==> src/rtl/pfc_pwm_pkg.sv <==
package pfc_pwm_pkg;
  localparam int unsigned MIN_TOP  = 3;
  localparam int unsigned SRC_CAP  = 8;
  localparam int unsigned SRC_CMP0 = 9;
  localparam int unsigned ADDR_CAP  = 4;
  localparam int unsigned ADDR_CTRL = 5;
  localparam int unsigned SRC_W     = 4;

  typedef enum logic [1:0] {
    OUT_OFF0   = 2'd0,
    OUT_OFF1   = 2'd1,
    OUT_NONINV = 2'd2,
    OUT_INV    = 2'd3
  } out_mode_e;
endpackage

==> src/rtl/pfc_pwm_counter.sv <==
module pfc_pwm_counter
  import pfc_pwm_pkg::*;
#(
  parameter int unsigned CNT_W = 16
) (
  input  logic             clk_i,
  input  logic             rst_ni,
  input  logic             tick_i,
  input  logic [CNT_W-1:0] top_src_i,
  input  logic             sel_cmp0_i,
  output logic [CNT_W-1:0] cnt_o,
  output logic [CNT_W-1:0] top_eff_o,
  output logic             sel_cmp0_eff_o,
  output logic             at_bottom_o,
  output logic             up_phase_o
);
  localparam logic [CNT_W-1:0] MinTopV = CNT_W'(MIN_TOP);

  logic [CNT_W-1:0] cnt_q, top_q, top_clamped;
  logic             dir_up_q, sel_q;

  assign at_bottom_o    = (cnt_q == '0);
  assign top_clamped    = (top_src_i < MinTopV) ? MinTopV : top_src_i;
  // period values are only taken at zero
  assign top_eff_o      = at_bottom_o ? top_clamped : top_q;
  assign sel_cmp0_eff_o = at_bottom_o ? sel_cmp0_i : sel_q;
  // zero belongs to the rising slope, TOP to the falling one
  assign up_phase_o     = at_bottom_o || (dir_up_q && (cnt_q != top_eff_o));
  assign cnt_o          = cnt_q;

  always_ff @(posedge clk_i or negedge rst_ni) begin
    if (!rst_ni) begin
      cnt_q    <= '0;
      dir_up_q <= 1'b1;
      top_q    <= MinTopV;
      sel_q    <= 1'b0;
    end else if (tick_i) begin
      if (at_bottom_o) begin
        top_q    <= top_clamped;
        sel_q    <= sel_cmp0_i;
        dir_up_q <= 1'b1;
        cnt_q    <= CNT_W'(1);
      end else if (dir_up_q && (cnt_q == top_q)) begin
        dir_up_q <= 1'b0;
        cnt_q    <= cnt_q - 1'b1;
      end else if (dir_up_q) begin
        cnt_q    <= cnt_q + 1'b1;
      end else begin
        cnt_q    <= cnt_q - 1'b1;
      end
    end
  end

  a_r1_idle_hold: assert property (@(posedge clk_i) disable iff (!rst_ni)
    !tick_i |=> $stable(cnt_q));
  a_r1_up_step: assert property (@(posedge clk_i) disable iff (!rst_ni)
    (tick_i && !at_bottom_o && dir_up_q && (cnt_q != top_q)) |=> (cnt_q == $past(cnt_q) + 1'b1));
  a_r1_turn_at_top: assert property (@(posedge clk_i) disable iff (!rst_ni)
    (tick_i && !at_bottom_o && (cnt_q == top_q)) |=> (!dir_up_q && (cnt_q == $past(cnt_q) - 1'b1)));
  a_r1_in_range: assert property (@(posedge clk_i) disable iff (!rst_ni)
    cnt_q <= top_eff_o);
  a_r2_top_frozen: assert property (@(posedge clk_i) disable iff (!rst_ni)
    (tick_i && !at_bottom_o) |=> $stable(top_q));
endmodule

==> src/rtl/pfc_pwm_channel.sv <==
module pfc_pwm_channel
  import pfc_pwm_pkg::*;
#(
  parameter int unsigned CNT_W = 16
) (
  input  logic             clk_i,
  input  logic             rst_ni,
  input  logic             tick_i,
  input  logic             wr_i,
  input  logic [CNT_W-1:0] wr_data_i,
  input  logic             at_bottom_i,
  input  logic             up_phase_i,
  input  logic [CNT_W-1:0] cnt_i,
  input  logic [CNT_W-1:0] top_eff_i,
  input  logic [1:0]       out_mode_i,
  output logic [CNT_W-1:0] cmp_buf_o,
  output logic             match_o,
  output logic             wave_o
);
  logic [CNT_W-1:0] buf_q, act_q, cmp_eff;
  logic             wave_q;
  out_mode_e        mode;

  assign mode      = out_mode_e'(out_mode_i);
  assign cmp_eff   = at_bottom_i ? buf_q : act_q;
  assign match_o   = tick_i && (cmp_eff <= top_eff_i) && (cnt_i == cmp_eff);
  assign cmp_buf_o = buf_q;
  assign wave_o    = wave_q;

  always_ff @(posedge clk_i or negedge rst_ni) begin
    if (!rst_ni) begin
      buf_q  <= '0;
      act_q  <= '0;
      wave_q <= 1'b0;
    end else begin
      if (wr_i) buf_q <= wr_data_i;
      if (tick_i && at_bottom_i) act_q <= buf_q;
      case (mode)
        OUT_NONINV: if (match_o) wave_q <= !up_phase_i;
        OUT_INV:    if (match_o) wave_q <= up_phase_i;
        default:    wave_q <= 1'b0;
      endcase
    end
  end

  a_r3_act_hold: assert property (@(posedge clk_i) disable iff (!rst_ni)
    !(tick_i && at_bottom_i) |=> $stable(act_q));
  a_r7_wave_only_on_match: assert property (@(posedge clk_i) disable iff (!rst_ni)
    (!match_o && out_mode_i[1]) |=> $stable(wave_q));
  a_r9_off_low: assert property (@(posedge clk_i) disable iff (!rst_ni)
    !out_mode_i[1] |=> !wave_q);
endmodule

==> src/rtl/pfc_pwm_flag.sv <==
module pfc_pwm_flag (
  input  logic clk_i,
  input  logic rst_ni,
  input  logic set_i,
  input  logic clr_i,
  output logic flag_o
);
  logic flag_q;

  always_ff @(posedge clk_i or negedge rst_ni) begin
    if (!rst_ni) flag_q <= 1'b0;
    else         flag_q <= (flag_q && !clr_i) || set_i;
  end

  assign flag_o = flag_q;

  a_r10_set_wins: assert property (@(posedge clk_i) disable iff (!rst_ni)
    set_i |=> flag_q);
  a_r10_clear: assert property (@(posedge clk_i) disable iff (!rst_ni)
    (clr_i && !set_i) |=> !flag_q);
  a_r10_sticky: assert property (@(posedge clk_i) disable iff (!rst_ni)
    (flag_q && !clr_i) |=> flag_q);
endmodule

==> src/rtl/pfc_pwm_timer.sv <==
module pfc_pwm_timer
  import pfc_pwm_pkg::*;
#(
  parameter int unsigned CNT_W  = 16,
  parameter int unsigned N_CH   = 3,
  parameter int unsigned ADDR_W = 3
) (
  input  logic              clk_i,
  input  logic              rst_ni,
  input  logic              tick_i,
  input  logic              wr_en_i,
  input  logic [ADDR_W-1:0] wr_addr_i,
  input  logic [CNT_W-1:0]  wr_data_i,
  input  logic [N_CH-1:0]   cmp_clr_i,
  input  logic              cap_clr_i,
  input  logic              ovf_clr_i,
  output logic [CNT_W-1:0]  count_o,
  output logic [N_CH-1:0]   cmp_flag_o,
  output logic              cap_flag_o,
  output logic              ovf_flag_o,
  output logic [N_CH-1:0]   wave_o
);
  localparam int unsigned CTRL_W = SRC_W + 2 * N_CH;

  logic [CNT_W-1:0]            cap_q;
  logic [SRC_W-1:0]            src_q;
  logic [N_CH-1:0][1:0]        omode_q;
  logic [N_CH-1:0][CNT_W-1:0]  cmp_buf;
  logic [N_CH-1:0]             match, cmp_set;
  logic [CNT_W-1:0]            cnt, top_eff, top_src;
  logic                        sel_cmp0, sel_eff, at_bottom, up_phase, top_hit;
  logic                        wr_cap, wr_ctrl;

  assign wr_cap   = wr_en_i && (wr_addr_i == ADDR_W'(ADDR_CAP));
  assign wr_ctrl  = wr_en_i && (wr_addr_i == ADDR_W'(ADDR_CTRL));
  assign sel_cmp0 = (src_q == SRC_W'(SRC_CMP0));
  assign top_src  = sel_cmp0 ? cmp_buf[0] : cap_q;

  always_ff @(posedge clk_i or negedge rst_ni) begin
    if (!rst_ni) begin
      cap_q   <= '1;
      src_q   <= SRC_W'(SRC_CAP);
      omode_q <= '0;
    end else begin
      if (wr_cap) cap_q <= wr_data_i;
      if (wr_ctrl) begin
        src_q   <= wr_data_i[SRC_W-1:0];
        omode_q <= wr_data_i[CTRL_W-1:SRC_W];
      end
    end
  end

  pfc_pwm_counter #(.CNT_W(CNT_W)) u_counter (
    .clk_i         (clk_i),
    .rst_ni        (rst_ni),
    .tick_i        (tick_i),
    .top_src_i     (top_src),
    .sel_cmp0_i    (sel_cmp0),
    .cnt_o         (cnt),
    .top_eff_o     (top_eff),
    .sel_cmp0_eff_o(sel_eff),
    .at_bottom_o   (at_bottom),
    .up_phase_o    (up_phase)
  );

  assign top_hit = tick_i && !at_bottom && (cnt == top_eff);

  for (genvar i = 0; i < N_CH; i++) begin : g_ch
    logic ch_wr;
    assign ch_wr = wr_en_i && (wr_addr_i == ADDR_W'(i));

    pfc_pwm_channel #(.CNT_W(CNT_W)) u_channel (
      .clk_i      (clk_i),
      .rst_ni     (rst_ni),
      .tick_i     (tick_i),
      .wr_i       (ch_wr),
      .wr_data_i  (wr_data_i),
      .at_bottom_i(at_bottom),
      .up_phase_i (up_phase),
      .cnt_i      (cnt),
      .top_eff_i  (top_eff),
      .out_mode_i (omode_q[i]),
      .cmp_buf_o  (cmp_buf[i]),
      .match_o    (match[i]),
      .wave_o     (wave_o[i])
    );

    if (i == 0) begin : g_top_src
      assign cmp_set[i] = match[i] || (top_hit && sel_eff);
    end else begin : g_plain
      assign cmp_set[i] = match[i];
    end

    pfc_pwm_flag u_cmp_flag (
      .clk_i (clk_i),
      .rst_ni(rst_ni),
      .set_i (cmp_set[i]),
      .clr_i (cmp_clr_i[i]),
      .flag_o(cmp_flag_o[i])
    );
  end

  pfc_pwm_flag u_cap_flag (
    .clk_i (clk_i),
    .rst_ni(rst_ni),
    .set_i (top_hit && !sel_eff),
    .clr_i (cap_clr_i),
    .flag_o(cap_flag_o)
  );

  pfc_pwm_flag u_ovf_flag (
    .clk_i (clk_i),
    .rst_ni(rst_ni),
    .set_i (tick_i && at_bottom),
    .clr_i (ovf_clr_i),
    .flag_o(ovf_flag_o)
  );

  assign count_o = cnt;

  a_r4_ovf_at_zero: assert property (@(posedge clk_i) disable iff (!rst_ni)
    (tick_i && (count_o == '0)) |=> ovf_flag_o);
  a_r5_cap_at_top: assert property (@(posedge clk_i) disable iff (!rst_ni)
    (top_hit && !sel_eff) |=> cap_flag_o);
  a_r5_cmp0_at_top: assert property (@(posedge clk_i) disable iff (!rst_ni)
    (top_hit && sel_eff) |=> cmp_flag_o[0]);
endmodule

==> config.mk <==
export PLATFORM = sky130hd
export DESIGN_NAME = pfc_pwm_timer
export DESIGN_NICKNAME = d
export VERILOG_FILES = /design/src/rtl/pfc_pwm_pkg.sv /design/src/rtl/pfc_pwm_counter.sv /design/src/rtl/pfc_pwm_channel.sv /design/src/rtl/pfc_pwm_flag.sv /design/src/rtl/pfc_pwm_timer.sv
export SDC_FILE = /design/constraint.sdc
export NUM_CORES = 1
export LEC_CHECK = 0
export BUFFER_PORTS_ARGS = -buffer_cell sky130_fd_sc_hd__buf_4
export CORE_MARGIN = 1.5
export CORE_UTILIZATION = 45
export DETAILED_ROUTE_END_ITERATION = 16
export HOLD_SLACK_MARGIN = 0.06
export PLACE_DENSITY = 0.65
export SLEW_MARGIN = 15
export SYNTH_ARGS = -nofsm -noshare
export SYNTH_HDL_FRONTEND = slang
export SYNTH_SLANG_ARGS = --single-unit
==> constraint.sdc <==
create_clock -name clk_i -period 4.8 [get_ports clk_i]
set_input_delay 0.72 -clock clk_i [delete_from_list [all_inputs] [get_ports clk_i]]
set_output_delay 0.72 -clock clk_i [all_outputs]
set_load 0.05 [all_outputs]
==> metrics <==
MaxCap Viol Count=0; Cell Rows=54; fmax=221.2 MHz; die width=153.5 microns; Inserted Clock Buffers=17; biggest area consumer among synthesized cells=dfrtp_1; # hold bufs at CTS=0; Num Clock Sinks=164; sequential share of power=40.3%; clock latency on the worst-skew pair=0.45 ns; Min Clock Period, post-route=4.520 ns; Antenna Cells=0; total power=4.514 mW; DRT iter0 DRCs=1040; Synth Flop Type=dfrtp_1; worst stage delay on the critical path=0.68 ns; CP Cell Sequence=inv_1 > ha_1 > nor4b_4 > and4_2 > mux2_2 > ha_1 > and4_1 > a221o_1 > a221oi_1 > o21ai_0 > a221oi_1 > o2111ai_1 > o211a_1; # Post-CTS Setup Buffers=0; nets@finish=1264; CTS Buffer Depth=2; H-Tree Depth=4; Synth Instances=1131; Final Setup Violations=0; Avg WL per Cell=25.46 microns; Crit Path Max Fanout=21; outcome=finished clean; Leak Pwr=5.286 nW; hold slack final=0.2619 ns; CTS clk-pin slew, worst paths=0.07 ns; Root Driver=clkbuf_16; Mean Syn Cell Area=9.014 sq um; Unique masters post-synth=69; cell with the most instances after synthesis=nand2_1; Crit-path slowest cell=and4_2; Slew HR=32.71%; CP Launch Type=flip-flop; Sw Share=39.36%; crit path capture type=flip-flop; via total after detailed routing=9131; vias in the first global route=9072; Min-Delay Path Class=in -> async; Cell Pwr Density=384.8 nW/um^2; global-route wire length before repair=57700 microns; sequential share of the synthesized area=40.50%; Tcrit/Tclk final=94.17%; Die Y=153.5 microns; vias per cell=6.161; CP Data Arrival Time=4.86 ns; core area=22030 sq um; share of cells above drive strength 1=21.80%; hpwl dp=28000 microns; Remaining Overflow, GRT=0; synthesized cell area=10190 sq um; top post-synthesis cells by count=nand2_1, dfrtp_1, mux2_2; reg-to-reg startpoint=u_counter.cnt_o[1]; Req. time, crit path=5.13 ns; FF+latch count, synth=164; final-report max-slew violation count=0; GP Congestion=1.043; Max VDD drop=0.2557 mV; area share of the largest cell type after synthesis=35.35%; combinational cell fraction of total power=29.2%; Final Skew=0.01129 ns; Post-synth EDFFs=0; clock power share=30.4%; pin count of the biggest net entering global routing=73; Total Wirelength=37740 microns; Area contributors post-synth=dfrtp_1, nand2_1, mux2_2; Synth warnings=0; antenna viol nets, final=0; Detailed Routing Iterations Pass 1=6; Worst Tran Pin Value=1.008 ns; synth-to-layout area growth=15.06%; Setup Crit Path Kind=reg -> reg; final hold violations=0; DRC=0; top-level port count=52; syn nets=1206; Tot GR Track Use=33.18%; Die Area=23570 sq um; Power Internal=2.737 mW; critical path startpoint=u_counter.cnt_o[1]; Initial Util=46.28%; initial antenna violation count=0; PostCTS Resize Cnt=0; RSZ-0062 raised after global routing=false; Post-synth ARST share=100.0%; fill count=2029; IO buf count=51; NetSw=1.777 mW; Setup TNS=0 ns; CTS tree=yes
## flip-flops by register name (all words and copies together) (netlist names), 3 cells and up
register / cells
g_ch.u_channel.act_q: 48
omode_q: 6
u_counter.top_q: 16
g_ch.u_cmp_flag.flag_o: 3
src_q: 4
g_ch.u_channel.cmp_buf_o: 48
g_ch.u_channel.wave_o: 3
u_counter.cnt_o: 16
cap_q: 16
## path summary, 6_finish.rpt
path                                              endpoint  slack, ns  depth (start not counted)
worst max-delay path              g_ch[1].u_channel.wave_o       0.28                         13
worst min-delay path                     u_cap_flag.flag_o       0.26                          1
worst max register to register    g_ch[1].u_channel.wave_o       0.28                         13
worst min register to register  g_ch[0].u_channel.act_q[7]       0.48                          2
max in group asynchronous                        cap_q[13]       3.60                          2
min in group clk_i                       u_ovf_flag.flag_o       0.45                          2
## stage by stage
step	area [sq um]	cells	worst slack, ns	utilization (%)
CTS	11730	1482	0.3264	53.25
global placement	11150	1450	0.4370	50.60
floorplan	10200	1131	0.08220	-
detailed placement	11150	1450	0.3546	50.60
global route	11730	1482	0.06229	53.25
finish	11730	1482	0.2797	53.25
## power by group through the flow
stage | sequential, mW | combinational, mW | clock [mW]
3_5_place_dp | 1.84 | 1.29 | 0
6_report | 1.82 | 1.32 | 1.37
4_1_cts | 1.81 | 1.29 | 1.39
2_1_floorplan | 1.87 | 0.623 | 0
3_3_place_gp | 1.83 | 1.28 | 0
5_1_grt | 1.84 | 1.37 | 1.45
## layer usage
layer  GRT usage (%)  part of all wire (%)
met5               0                     0
met4           13.68                   3.7
met3           7.018                   8.7
met2           51.65                    46
met1           45.05                    42
## cell families after synthesis
logic type               share of synthesized area (%)
AND/OR/NAND/NOR                                  19.56
XOR/XNOR                                         2.835
adder cells (fa/ha/maj)                          5.965
multiplexers                                     12.43
AO/OA/AOI/OAI                                    13.86
buffers and inverters                            4.848
flip-flops                                       40.50
## layout make-up
cell class              count  area [sq um]  share of cell area, %
well taps                 280         350.3                  2.987
flip-flops and latches    164          4130                  35.21
multi-input cells         851          5637                  48.05
repair buffers            108         852.1                  7.264
inverters                  47         176.4                  1.504
clock inverters            15         158.9                  1.355
clock buffers              17         425.4                  3.627
## layout by cell type, fill, tap and decap left out, drive strengths merged, types with 4 or more instances in the layout
master / count
nor4: 17
a211oi: 10
nand2b: 10
a21oi: 35
nand2: 271
a21o: 13
buf: 108
inv: 50
and3: 4
nor3: 15
mux2: 85
xor2: 17
dfrtp: 144
o211ai: 4
o21ai: 73
nor2b: 7
mux2i: 31
clkinv: 11
nand4: 17
nand3: 30
a222oi: 4
xnor2: 16
ha: 47
a221oi: 6
a22oi: 6
and4: 8
and2: 5
clkbuf: 17
o2111ai: 5
a31oi: 4
a221o: 5
o2bb2ai: 6
o22ai: 17
nor3b: 4
nor2: 37
dfstp: 20
## worst max-delay path: cells and delay by family, from the launching register on
| family | cells | cell delay [ns] |
|---|---|---|
| compound gates | 6 | 1.69 |
| fa+ha+maj | 2 | 0.55 |
| buf+inv | 1 | 0.09 |
| flops | 1 | 0.46 |
| mux | 1 | 0.47 |
| simple gates | 3 | 1.15 |
Power figures use the tool's default switching activity.
